<file path="config.mk">
export PLATFORM = sky130hd
export DESIGN_NAME = hfc_twostep_ctrl
export DESIGN_NICKNAME = d
export VERILOG_FILES = /design/src/rtl/hfc_pkg.sv /design/src/rtl/hfc_ones_count.sv /design/src/rtl/hfc_window.sv /design/src/rtl/hfc_seq.sv /design/src/rtl/hfc_twostep_ctrl.sv
export SDC_FILE = /design/constraint.sdc
export NUM_CORES = 1
export LEC_CHECK = 0
export CAP_MARGIN = 10
export CORE_ASPECT_RATIO = 1.25
export CORE_MARGIN = 3
export CORE_UTILIZATION = 51
export CTS_CLUSTER_DIAMETER = 80
export DETAILED_ROUTE_END_ITERATION = 16
export MAX_ROUTING_LAYER = met4
export PLACE_DENSITY = 0.85
export SLEW_MARGIN = 20
export SYNTH_ARGS = -nofsm -noshare
export SYNTH_HDL_FRONTEND = slang
export SYNTH_SLANG_ARGS = --single-unit
export TNS_END_PERCENT = 5
</file>
<file path="constraint.sdc">
create_clock -name clk -period 3.8 [get_ports clk]
set_input_delay 0.76 -clock clk [delete_from_list [all_inputs] [get_ports clk]]
set_output_delay 0.76 -clock clk [all_outputs]
set_load 0.1 [all_outputs]
</file>
<file path="src/rtl/hfc_pkg.sv">
package hfc_pkg;

   // Conversion phases, one clock each
   typedef enum logic [2:0] {
      ST_IDLE   = 3'd0,
      ST_EST    = 3'd1,
      ST_COARSE = 3'd2,
      ST_FINE   = 3'd3,
      ST_LATCH  = 3'd4
   } hfc_state_e;

endpackage

</file>
<file path="src/rtl/hfc_ones_count.sv">
// Counts the ones of a thermometer code; bubbles cost nothing extra.
module hfc_ones_count #(
   parameter int W  = 16,
   parameter int CW = $clog2(W + 1)
) (
   input  logic [W-1:0]  therm_i,
   output logic [CW-1:0] ones_o
);

   if (CW < $clog2(W + 1)) begin : g_bad_cw
      $error("hfc_ones_count: CW too narrow for W");
   end

   logic [CW-1:0] lane [W];

   for (genvar g = 0; g < W; g++) begin : g_lane
      assign lane[g] = CW'(therm_i[g]);
   end

   always_comb begin
      ones_o = '0;
      for (int i = 0; i < W; i++) begin
         ones_o = ones_o + lane[i];
      end
   end

endmodule

</file>
<file path="src/rtl/hfc_window.sv">
// Maps the estimator count to the base tap of the comparator window.
module hfc_window #(
   parameter int N_EST = 7,
   parameter int MSB_W = 6,
   parameter int N_CMP = 16
) (
   input  logic [N_EST-1:0] est_therm_i,
   output logic [MSB_W-1:0] base_o
);

   localparam int REGIONS  = N_EST + 1;
   localparam int STEP     = (1 << MSB_W) / REGIONS;
   localparam int MAX_BASE = (1 << MSB_W) - N_CMP;
   localparam int ECW      = $clog2(N_EST + 1);

   if (((1 << MSB_W) % REGIONS) != 0) begin : g_bad_regions
      $error("hfc_window: ladder not divisible into estimator regions");
   end
   if (N_CMP < 2 * STEP) begin : g_bad_span
      $error("hfc_window: window cannot cover region plus margins");
   end

   logic [ECW-1:0] region;
   int             raw;

   hfc_ones_count #(.W(N_EST), .CW(ECW)) u_est_cnt (
      .therm_i (est_therm_i),
      .ones_o  (region)
   );

   // base = STEP*region - STEP, held inside the ladder
   always_comb begin
      raw = STEP * int'(region) - STEP;
      if (raw < 0)
         base_o = '0;
      else if (raw > MAX_BASE)
         base_o = MSB_W'(MAX_BASE);
      else
         base_o = MSB_W'(raw);
   end

endmodule

</file>
<file path="src/rtl/hfc_seq.sv">
// Phase sequencer: idle, estimate, coarse, fine, latch.
module hfc_seq
   import hfc_pkg::*;
(
   input  logic       clk,
   input  logic       rst_n,
   input  logic       start_i,
   output hfc_state_e state_o
);

   hfc_state_e nxt;

   always_comb begin
      case (state_o)
         ST_IDLE:   nxt = start_i ? ST_EST : ST_IDLE;
         ST_EST:    nxt = ST_COARSE;
         ST_COARSE: nxt = ST_FINE;
         ST_FINE:   nxt = ST_LATCH;
         default:   nxt = ST_IDLE;
      endcase
   end

   always_ff @(posedge clk or negedge rst_n) begin
      if (!rst_n) state_o <= ST_IDLE;
      else        state_o <= nxt;
   end

endmodule

</file>
<file path="src/rtl/hfc_twostep_ctrl.sv">
module hfc_twostep_ctrl
   import hfc_pkg::*;
#(
   parameter int MSB_W = 6,
   parameter int LSB_W = 4,
   parameter int N_EST = 7,
   parameter int N_CMP = 1 << LSB_W
) (
   input  logic                   clk,
   input  logic                   rst_n,
   input  logic                   start_i,
   input  logic [N_EST-1:0]       est_therm_i,
   input  logic [N_CMP-1:0]       cmp_therm_i,
   output logic [MSB_W-1:0]       tap_sel_o,
   output logic                   fine_sel_o,
   output logic [MSB_W+LSB_W-1:0] result_o,
   output logic                   done_o
);

   localparam int RES_W    = MSB_W + LSB_W;
   localparam int CCW      = $clog2(N_CMP + 1);
   localparam int SUM_W    = MSB_W + 2;
   localparam int MSB_MAX  = (1 << MSB_W) - 1;
   localparam int LSB_MAX  = (1 << LSB_W) - 1;

   if (N_CMP != (1 << LSB_W)) begin : g_bad_bank
      $error("hfc_twostep_ctrl: bank size must equal LSB ladder steps");
   end
   if (N_CMP > (1 << MSB_W)) begin : g_bad_ladder
      $error("hfc_twostep_ctrl: bank larger than MSB ladder");
   end

   hfc_state_e         state;
   logic [MSB_W-1:0]   base_w;
   logic [CCW-1:0]     cmp_cnt;
   logic [MSB_W-1:0]   base_q;
   logic [MSB_W-1:0]   msb_q;
   logic [RES_W-1:0]   result_q;
   logic [SUM_W-1:0]   msb_sum;
   logic [MSB_W-1:0]   msb_nxt;
   logic [LSB_W-1:0]   lsb_nxt;

   hfc_seq u_seq (
      .clk     (clk),
      .rst_n   (rst_n),
      .start_i (start_i),
      .state_o (state)
   );

   hfc_window #(.N_EST(N_EST), .MSB_W(MSB_W), .N_CMP(N_CMP)) u_win (
      .est_therm_i (est_therm_i),
      .base_o      (base_w)
   );

   // one counter serves both flashes of the shared bank
   hfc_ones_count #(.W(N_CMP), .CW(CCW)) u_cmp_cnt (
      .therm_i (cmp_therm_i),
      .ones_o  (cmp_cnt)
   );

   assign msb_sum = SUM_W'(base_q) + SUM_W'(cmp_cnt);
   assign msb_nxt = (msb_sum > SUM_W'(MSB_MAX)) ? '1 : msb_sum[MSB_W-1:0];
   assign lsb_nxt = (cmp_cnt > CCW'(LSB_MAX))   ? '1 : cmp_cnt[LSB_W-1:0];

   always_ff @(posedge clk or negedge rst_n) begin
      if (!rst_n) begin
         base_q   <= '0;
         msb_q    <= '0;
         result_q <= '0;
      end else begin
         if (state == ST_EST)    base_q   <= base_w;
         if (state == ST_COARSE) msb_q    <= msb_nxt;
         if (state == ST_FINE)   result_q <= {msb_q, lsb_nxt};
      end
   end

   assign fine_sel_o = (state == ST_FINE);
   assign tap_sel_o  = fine_sel_o ? msb_q : base_q;
   assign result_o   = result_q;
   assign done_o     = (state == ST_LATCH);

endmodule

</file>
Yosys cells after proc, flatten, opt, wreduce, memory -nomap -nowiden --
Cells that the tools add are included.
Operators by class: multiply operators 0, multiplexer cells 7, add/subtract/negate cells 23, equal/unequal tests 4, shift operators 0, $lt $le $gt $ge 4, reductions and logical operators 1, bitwise gates (word level) 0, divide/modulo/power cells 0
Operator list (number):
- 5-bit by 1-bit adder with 5-bit output | 14
- 32-bit by 7-bit greater-than comparator with 1-bit output (second input constant) | 1
- 32-bit by 1-bit < comparator with 1-bit output (second input constant) | 1
- 6-bit 2-to-1 mux | 4
- 3-bit by 1-bit adder with 3-bit output | 4
- 3-bit case mux with 4 select lines | 1
- 6-bit by 5-bit adder with 7-bit output | 1
- 7-bit by 6-bit greater-than comparator with 1-bit output (second input constant) | 1
- 6-bit by 4-bit subtractor with 7-bit output (second input constant) | 1
- 3-bit by 2-bit == test with 1-bit output (second input constant) | 2
- 5-bit by 4-bit greater-than comparator with 1-bit output (second input constant) | 1
- 1-bit by 1-bit adder with 2-bit output | 2
- 4-bit 2-to-1 mux | 1
- 2-bit by 1-bit adder with 3-bit output | 1
- 3-bit by 1-bit == test with 1-bit output (second input constant) | 1
- 3-bit == test (second input constant) | 1
- 3-bit logical NOT | 1
- 1-bit 2-to-1 mux | 1
Storage, ports and cells: RAM bits 0, memories kept 0, word-level logic and storage cells 43, input bits 26, ROM bits 0, bits in latches 0, register bits 25

Longest topological paths before layout --
Gate-level depths: netlist of the first run.
word-level depth 18, gate-level depth with buffers 20, gate-level depth less buffers 20

Hierarchy --
Synthesis of the first run repeated with hierarchy kept, for this count alone.
Second synthesis, totals: cell total of the unflattened synthesis 207, area total of the unflattened synthesis 1891.8 µm²
Modules (own cells, without submodules):
- hfc_twostep_ctrl | cells each 121, area each 1151.1 µm², instances 1
- hfc_ones_count (u_cmp_cnt) | cells each 47, area each 407.9 µm², instances 1
- hfc_window | cells each 18, area each 118.9 µm², instances 1
- hfc_ones_count (u_win.u_est_cnt) | cells each 12, area each 110.1 µm², instances 1
- hfc_seq | cells each 9, area each 103.8 µm², instances 1

Worst setup path after synthesis of the first run --
Ideal clock, no wire load.
path type input-to-reg, from in cmp_therm_i[0], to reg msb_q[5], path buffers 0, stages on the path 16, data required time 3.675 ns, slack -1.182 ns, library setup time 0.125 ns, arrival 4.857 ns, path through ha_1 > inv_1 > fa_1 > fa_1 > fa_1 > fa_1 > fa_1 > fa_1 > nor2b_1 > o21ai_1 > inv_1 > ha_1 > a21o_1 > nor2_1 > mux2i_1 > mux2_2
Between the ends: cells in the longest elaborated chain, start to end 18
RTL lines:
- start, declared | RTL line hfc_twostep_ctrl.sv:13 | input logic [N_CMP-1:0] cmp_therm_i,
- 1-bit by 1-bit adder with 2-bit output * | RTL line hfc_ones_count.sv:23 | ones_o = ones_o + lane[i];
- 5-bit by 1-bit adder with 5-bit output * (14 in a row) | RTL line hfc_ones_count.sv:23
- 6-bit by 5-bit adder with 7-bit output * | RTL line hfc_twostep_ctrl.sv:61 | assign msb_sum = SUM_W'(base_q) + SUM_W'(cmp_cnt);
- 7-bit by 6-bit greater-than comparator with 1-bit output | RTL line hfc_twostep_ctrl.sv:62 | assign msb_nxt = (msb_sum > SUM_W'(MSB_MAX)) ? '1 : msb_sum[MSB_W-1:0];
- 6-bit 2-to-1 mux * | RTL line hfc_twostep_ctrl.sv:62
- end signal, assigned | RTL line hfc_twostep_ctrl.sv:72 | if (state == ST_COARSE) msb_q <= msb_nxt;
- end, declared | RTL line hfc_twostep_ctrl.sv:37 | logic [MSB_W-1:0] msb_q;
Every way passes the cells marked *; elsewhere a longest branch is shown, timed or not. A chain may end at the register's enable or synchronous reset.

Final worst setup path of the first run --
Ends and elaborated chain as after synthesis.

==> results of run 1 <==
[metrics by stage]
| step | cell area (sq um) | std cells | setup WS (ps) | hold WS [ps] |
|---|---|---|---|---|
| floorplan | 1550 | 157 | -1060 | 453 |
| global placement | 2050 | 241 | -1510 | 457 |
| detailed placement | 2050 | 241 | -1660 | 463 |
| CTS | 2120 | 245 | -1120 | 494 |
| global route | 2160 | 246 | -1120 | 510 |
| finish | 2160 | 246 | -933 | 487 |
[kinds of logic after synthesis]
kind of cell / share of synthesized area [%]
AO/OA/AOI/OAI: 9.33
flip-flops: 36.0
XOR/XNOR: 1.15
multiplexers: 2.05
adder cells (fa/ha/maj): 27.0
AND/OR/NAND/NOR: 14.9
buffers and inverters: 9.57
[cells in the mapped netlist (all sizes together)]
| cell | number |
|---|---|
| dfrtp | 22 |
| buf | 2 |
| a21oi | 5 |
| nor2 | 16 |
| ha | 9 |
| mux2i | 2 |
| nor3 | 1 |
| and2 | 4 |
| nand4 | 1 |
| fa | 15 |
| nand2 | 16 |
| a31oi | 8 |
| o21ai | 6 |
| inv | 35 |
| xnor2 | 1 |
| nand3b | 1 |
| mux2 | 1 |
| nor3b | 3 |
| xor2 | 1 |
| or2 | 1 |
| a21o | 4 |
| o21a | 1 |
| nor2b | 2 |
[layout make-up]
class / count / share of cell area, %
Clock buffer: 3 / 1.04
Clock inverter: 1 / 1.39
Inverter: 35 / 6.09
Multi-Input combinational cell: 98 / 41.5
Sequential cell: 22 / 25.5
Tap cell: 34 / 1.97
Timing Repair Buffer: 53 / 22.5
[tightest hold or removal path, stage by stage, from the launching register on]
cell	delay, ps
dfrtp_1	360
nand2_1	50
nand2_1	50
[flip-flops by register name, indices dropped and copies added, names as in the netlist]
name and cells:
base_q 3, result_o 10, msb_q 6, u_seq.state_o 3
[layout by cell type, fill, tap and decap left out, drive strengths merged, types with 3 or more instances in the layout]
| cell type | count |
|---|---|
| nand2 | 16 |
| a21oi | 5 |
| dfrtp | 22 |
| dlygate4sd2 | 5 |
| and2 | 4 |
| nor2 | 16 |
| nor3b | 3 |
| ha | 9 |
| a21o | 4 |
| o21ai | 6 |
| a31oi | 8 |
| buf | 20 |
| inv | 35 |
| clkbuf | 3 |
| fa | 15 |
| clkdlybuf4s50 | 28 |
[worst paths after layout]
kind,startpoint,endpoint,slack (ps)
setup / recovery,cmp_therm_i[0],msb_q[5],-930
hold / removal,result_o[9],result_o[9],490
setup reg to reg,u_seq.state_o[1],msb_q[5],2180
hold reg to reg,result_o[9],result_o[9],490
max in group asynchronous,rst_n,msb_q[0],2280
min in group asynchronous,rst_n,u_seq.state_o[0],940
[metal layers]
metal	vias up	track usage [%]	routed length, microns
met5	-	-	0
met4	0	10.6	97
met3	9	2.21	168
met2	51	36.7	1910
met1	613	21.3	1130
li1	598	-	-
[repair_timing]
item	in CTS	in global routing
setup endpoints to repair	10	11
pin swaps	16	13
gates resized for setup	17	8
hold endpoints to repair	0	0
buffers inserted	0	1
==> results.yml, run 1 <==
outcome:
  violations: "negative setup slack"
  status: "finished, violations left"
setup_path:
  slowest_delay_ps: 550
  path_buf_inv: 3
  slowest_stage: "fa_2"
  worst_r2r_path_depth: 2
  cpMostUsedCell: "fa_2"
  critical_path_required_ps: 4030
  path_cells: "buf_6 > ha_4 > inv_2 > fa_1 > fa_2 > fa_2 > fa_1 > fa_2 > nor2b_1 > o21a_1 > nor2_2 > xnor2_1 > ha_2 > inv_2 > fa_2 > nor2_2 > mux2i_1 > mux2_4"
  crit_fanout: 2
  start_kind: "input pin"
  crit_type: "in -> reg"
  cp.depth: 18
  endpoint_kind: "register"
  worstPathArrival_ps: 4970
  cp_top_family: "adder cells"
die:
  rows: 21
  initial_core_util_pct: 55.4
  io_pins: 44
  fp.dieH_microns: 67.2
  core-area_sq_um: 2760
  die_width_microns: 55.0
  die-area_sq_um: 3700
route:
  wl_mm: 3.30
  drtIter0Drc: 24
  drtAntennaViolNets: 0
  vias: 1271
  dr.pass1.iters: 4
  vias_per_cell: 5.17
  wl_per_cell_microns: 13.4
  drcViolationCount: 0
timing:
  tightest_slew_ps: 974
  finalHoldViolations: 0
  slew_headroom_pct: 34.9
  finalCriticalPeriod_ps: 4730
  skew_ps: 11.5
  setup_violations: 10
  fin_setup_tns_ps: -6160
  rsz0062_at_grt: "true"
  fin_ws_ps: -933
  fin_crit_sh_pct: 125
  max_freq_mhz: 211
  slew_violations: 0
global_route:
  grt_overflow: 0
  grt_start_max_net_pins: 23
  grt_pass1_vias: 1216
  gr-usage-all-layers_pct: 20.5
  grt_pass1_wl_mm: 5.24
  antenna_found_initial: 0
placement:
  hpwl_mm: 2.63
  port-buffer-count: 43
  finalWeightedCongestion: 0.779
layout:
  utilization_pct: 78.2
  layout-drive-gt1-share_pct: 22.2
  fillers: 181
  diodes: 0
  nets: 263
  syn_to_final_growth_pct: 41.1
  register_area_sq_um: 551
  multi_input_area_sq_um: 895
clocking:
  cts_hold_buf: 0
  cts-htree-levels: 1
  clk_latency_ps: 330
  clk_path_buf_depth: 2
  cts-root-buf: "clkbuf_4"
  clkTransAtPathRegs_ps: 130
  clock_sinks: 22
  numCtsBuffers: 3
  tritoncts: "yes"
run:
  cap_violations: 0
synthesis:
  syn_area_sq_um: 1530
  postSynthAreaPerCell_sq_um: 9.74
  synth_top_area_share_pct: 36.0
  syn_nets: 207
  yosys_warnings: 0
  synth_cells: 157
  yosysTopAreaCell: "dfrtp_1"
  ys_types: 26
  yosys-top-cells-area: "dfrtp_1 (36%), fa_1 (20%), inv_1 (8.3%)"
  yosysSeqAreaShare_pct: 36.0
  ys_ff_latch: 22
worst_hold_path:
  hp-class: "reg -> reg"
  hold_depth: 2
Power of run 1 is left out: the tool's default activity adds up to more than one toggle a clock period on the data nets, which glitch-free logic cannot reach.
==> run 2: changes to the inputs <==
--- a/config.mk
+++ b/config.mk
@@ -5,7 +5,7 @@
 export SDC_FILE = /design/constraint.sdc
 export NUM_CORES = 1
 export LEC_CHECK = 0
-export CAP_MARGIN = 10
+export CAP_MARGIN = 40
 export CORE_ASPECT_RATIO = 1.25
 export CORE_MARGIN = 3
 export CORE_UTILIZATION = 51
==> run 2 against run 1 <==
The flow still finishes with violations (negative setup slack). Die area stayed put. Critical path depth stayed put. Routed wire length is 7.5% higher. Clock-buffer cell count stayed put. Global-route usage is 3.0 points higher. Via count is 4.4% higher. Utilization is 5.7 points higher. Register-to-register slack hardly changed. Clock skew is 7.1 ps lower. Worst hold slack hardly changed. Flip-flop and latch count stayed put. Largest cell class unchanged.
==> results.yml, run 2 (same netlist as run 1, synthesis figures left out) <==
outcome:
  status: "finished, violations left"
  violations: "negative setup slack"
timing:
  fin_setup_tns_ps: -7070
  max_freq_mhz: 209
  rsz0062_at_grt: "true"
  fin_ws_ps: -982
  tightest_slew_ps: 726
  skew_ps: 4.42
  setup_violations: 10
  slew_headroom_pct: 51.4
  fin_crit_sh_pct: 126
  finalHoldViolations: 0
  slew_violations: 0
  finalCriticalPeriod_ps: 4780
setup_path:
  worstPathArrival_ps: 4990
  r2r-start: "u_seq.state_o[1]"
  cpMostUsedCell: "fa_2"
  worst_r2r_path_depth: 2
  critical_path_required_ps: 4000
  crit_type: "in -> reg"
  r2r_end: "msb_q[5]"
  start_kind: "input pin"
  path_cells: "buf_6 > ha_4 > inv_2 > fa_1 > fa_2 > fa_2 > fa_1 > fa_2 > nor2b_1 > o21a_1 > nor2_2 > xnor2_1 > ha_2 > inv_2 > fa_2 > nor2_2 > mux2i_1 > mux2_4"
  rrSetupSlack_ps: 2180
  slowest_delay_ps: 550
  crit_fanout: 2
  endpoint_kind: "register"
  slowest_stage: "fa_2"
die:
  rows: 21
  io_pins: 44
  core-area_sq_um: 2760
  die_width_microns: 55.0
  initial_core_util_pct: 55.4
  fp.dieH_microns: 67.2
  die-area_sq_um: 3700
run:
  cap_violations: 0
worst_hold_path:
  hold_path_startpoint: "result_o[9]"
  min_to: "result_o[9]"
  hp-class: "reg -> reg"
  hold_depth: 2
layout:
  syn_to_final_growth_pct: 51.4
  nets: 277
  final_cells: 259
  largest_reg_flops: 10
  layout_commonest_cell: "inv_1"
  layout_common_cells: "inv_1 (29), clkdlybuf4s50_1 (28), dfrtp_1 (22)"
  utilization_pct: 83.9
  layout-drive-gt1-share_pct: 28.0
  diodes: 0
global_route:
  grt_overflow: 0
  grt_pass1_wl_mm: 5.95
  gr-usage-all-layers_pct: 23.5
  grt_pass1_vias: 1389
  antenna_found_initial: 0
  grt_start_max_net_pins: 17
placement:
  finalWeightedCongestion: 0.779
  place_inst: 252
  port-buffer-count: 43
  hpwl_mm: 2.85
clocking:
  clock_sinks: 22
  clkTransAtPathRegs_ps: 110
  tritoncts: "yes"
  clk_path_buf_depth: 2
  cts-root-buf: "clkbuf_4"
  clk_latency_ps: 310
  cts-htree-levels: 1
  numCtsBuffers: 3
route:
  wl_per_cell_microns: 13.7
  drtIter0Drc: 19
  dr.pass1.iters: 4
  vias: 1327
  drcViolationCount: 0
  drtAntennaViolNets: 0
  wl_mm: 3.55
  vias_per_cell: 5.12
## run 2: worst max-delay path by stage
stage,start,end,slack (ps),depth (start not counted)
final,cmp_therm_i[0],msb_q[5],-980,18
after global routing,cmp_therm_i[0],msb_q[5],-1140,18
after CTS,cmp_therm_i[0],msb_q[5],-1130,17
after detailed placement,cmp_therm_i[1],msb_q[5],-1640,18
after global placement,cmp_therm_i[0],msb_q[5],-1510,18
after floorplan,cmp_therm_i[0],msb_q[5],-1060,16
## run 2: cell type report
class	instances	area, sq um
multi-input combinational	98	895
clock buffer	3	22.5
fill	164	444
sequential	22	551
timing repair buffer	67	673
tap	34	42.5
inverter	35	131
## run 2: routing by layer
metal	wire (microns)	global-route usage [%]	vias up
met4	122	12.5	0
met3	103	1.55	11
met1	1200	24.6	650
li1	-	-	627
met2	2130	42.6	39
met5	0	-	-
## run 2: what timing repair did
item,4_1_cts,5_1_grt
resized for setup,23,7
hold buffers,0,0
endpoints found under the setup margin,10,11
buffers inserted,1,3
gates cloned,0,0
pin swaps,16,12
## run 2: critical path: cells and delay by family
family                   cells  cell delay (ps)
XOR/XNOR                     1              160
multiplexers                 2              340
AO/OA/AOI/OAI                1              170
AND/OR/NAND/NOR              3              270
buffers and inverters        3              160
adder cells (fa/ha/maj)      8             3120
## run 2: through the flow
step	hold WS [ps]	setup WS (ps)	cell area [sq um]
detailed placement	463	-1640	2220
global placement	457	-1510	2050
finish	486	-982	2310
CTS	491	-1130	2270
global route	507	-1140	2310
floorplan	453	-1060	1550
Power of run 2 is left out for the same reason.
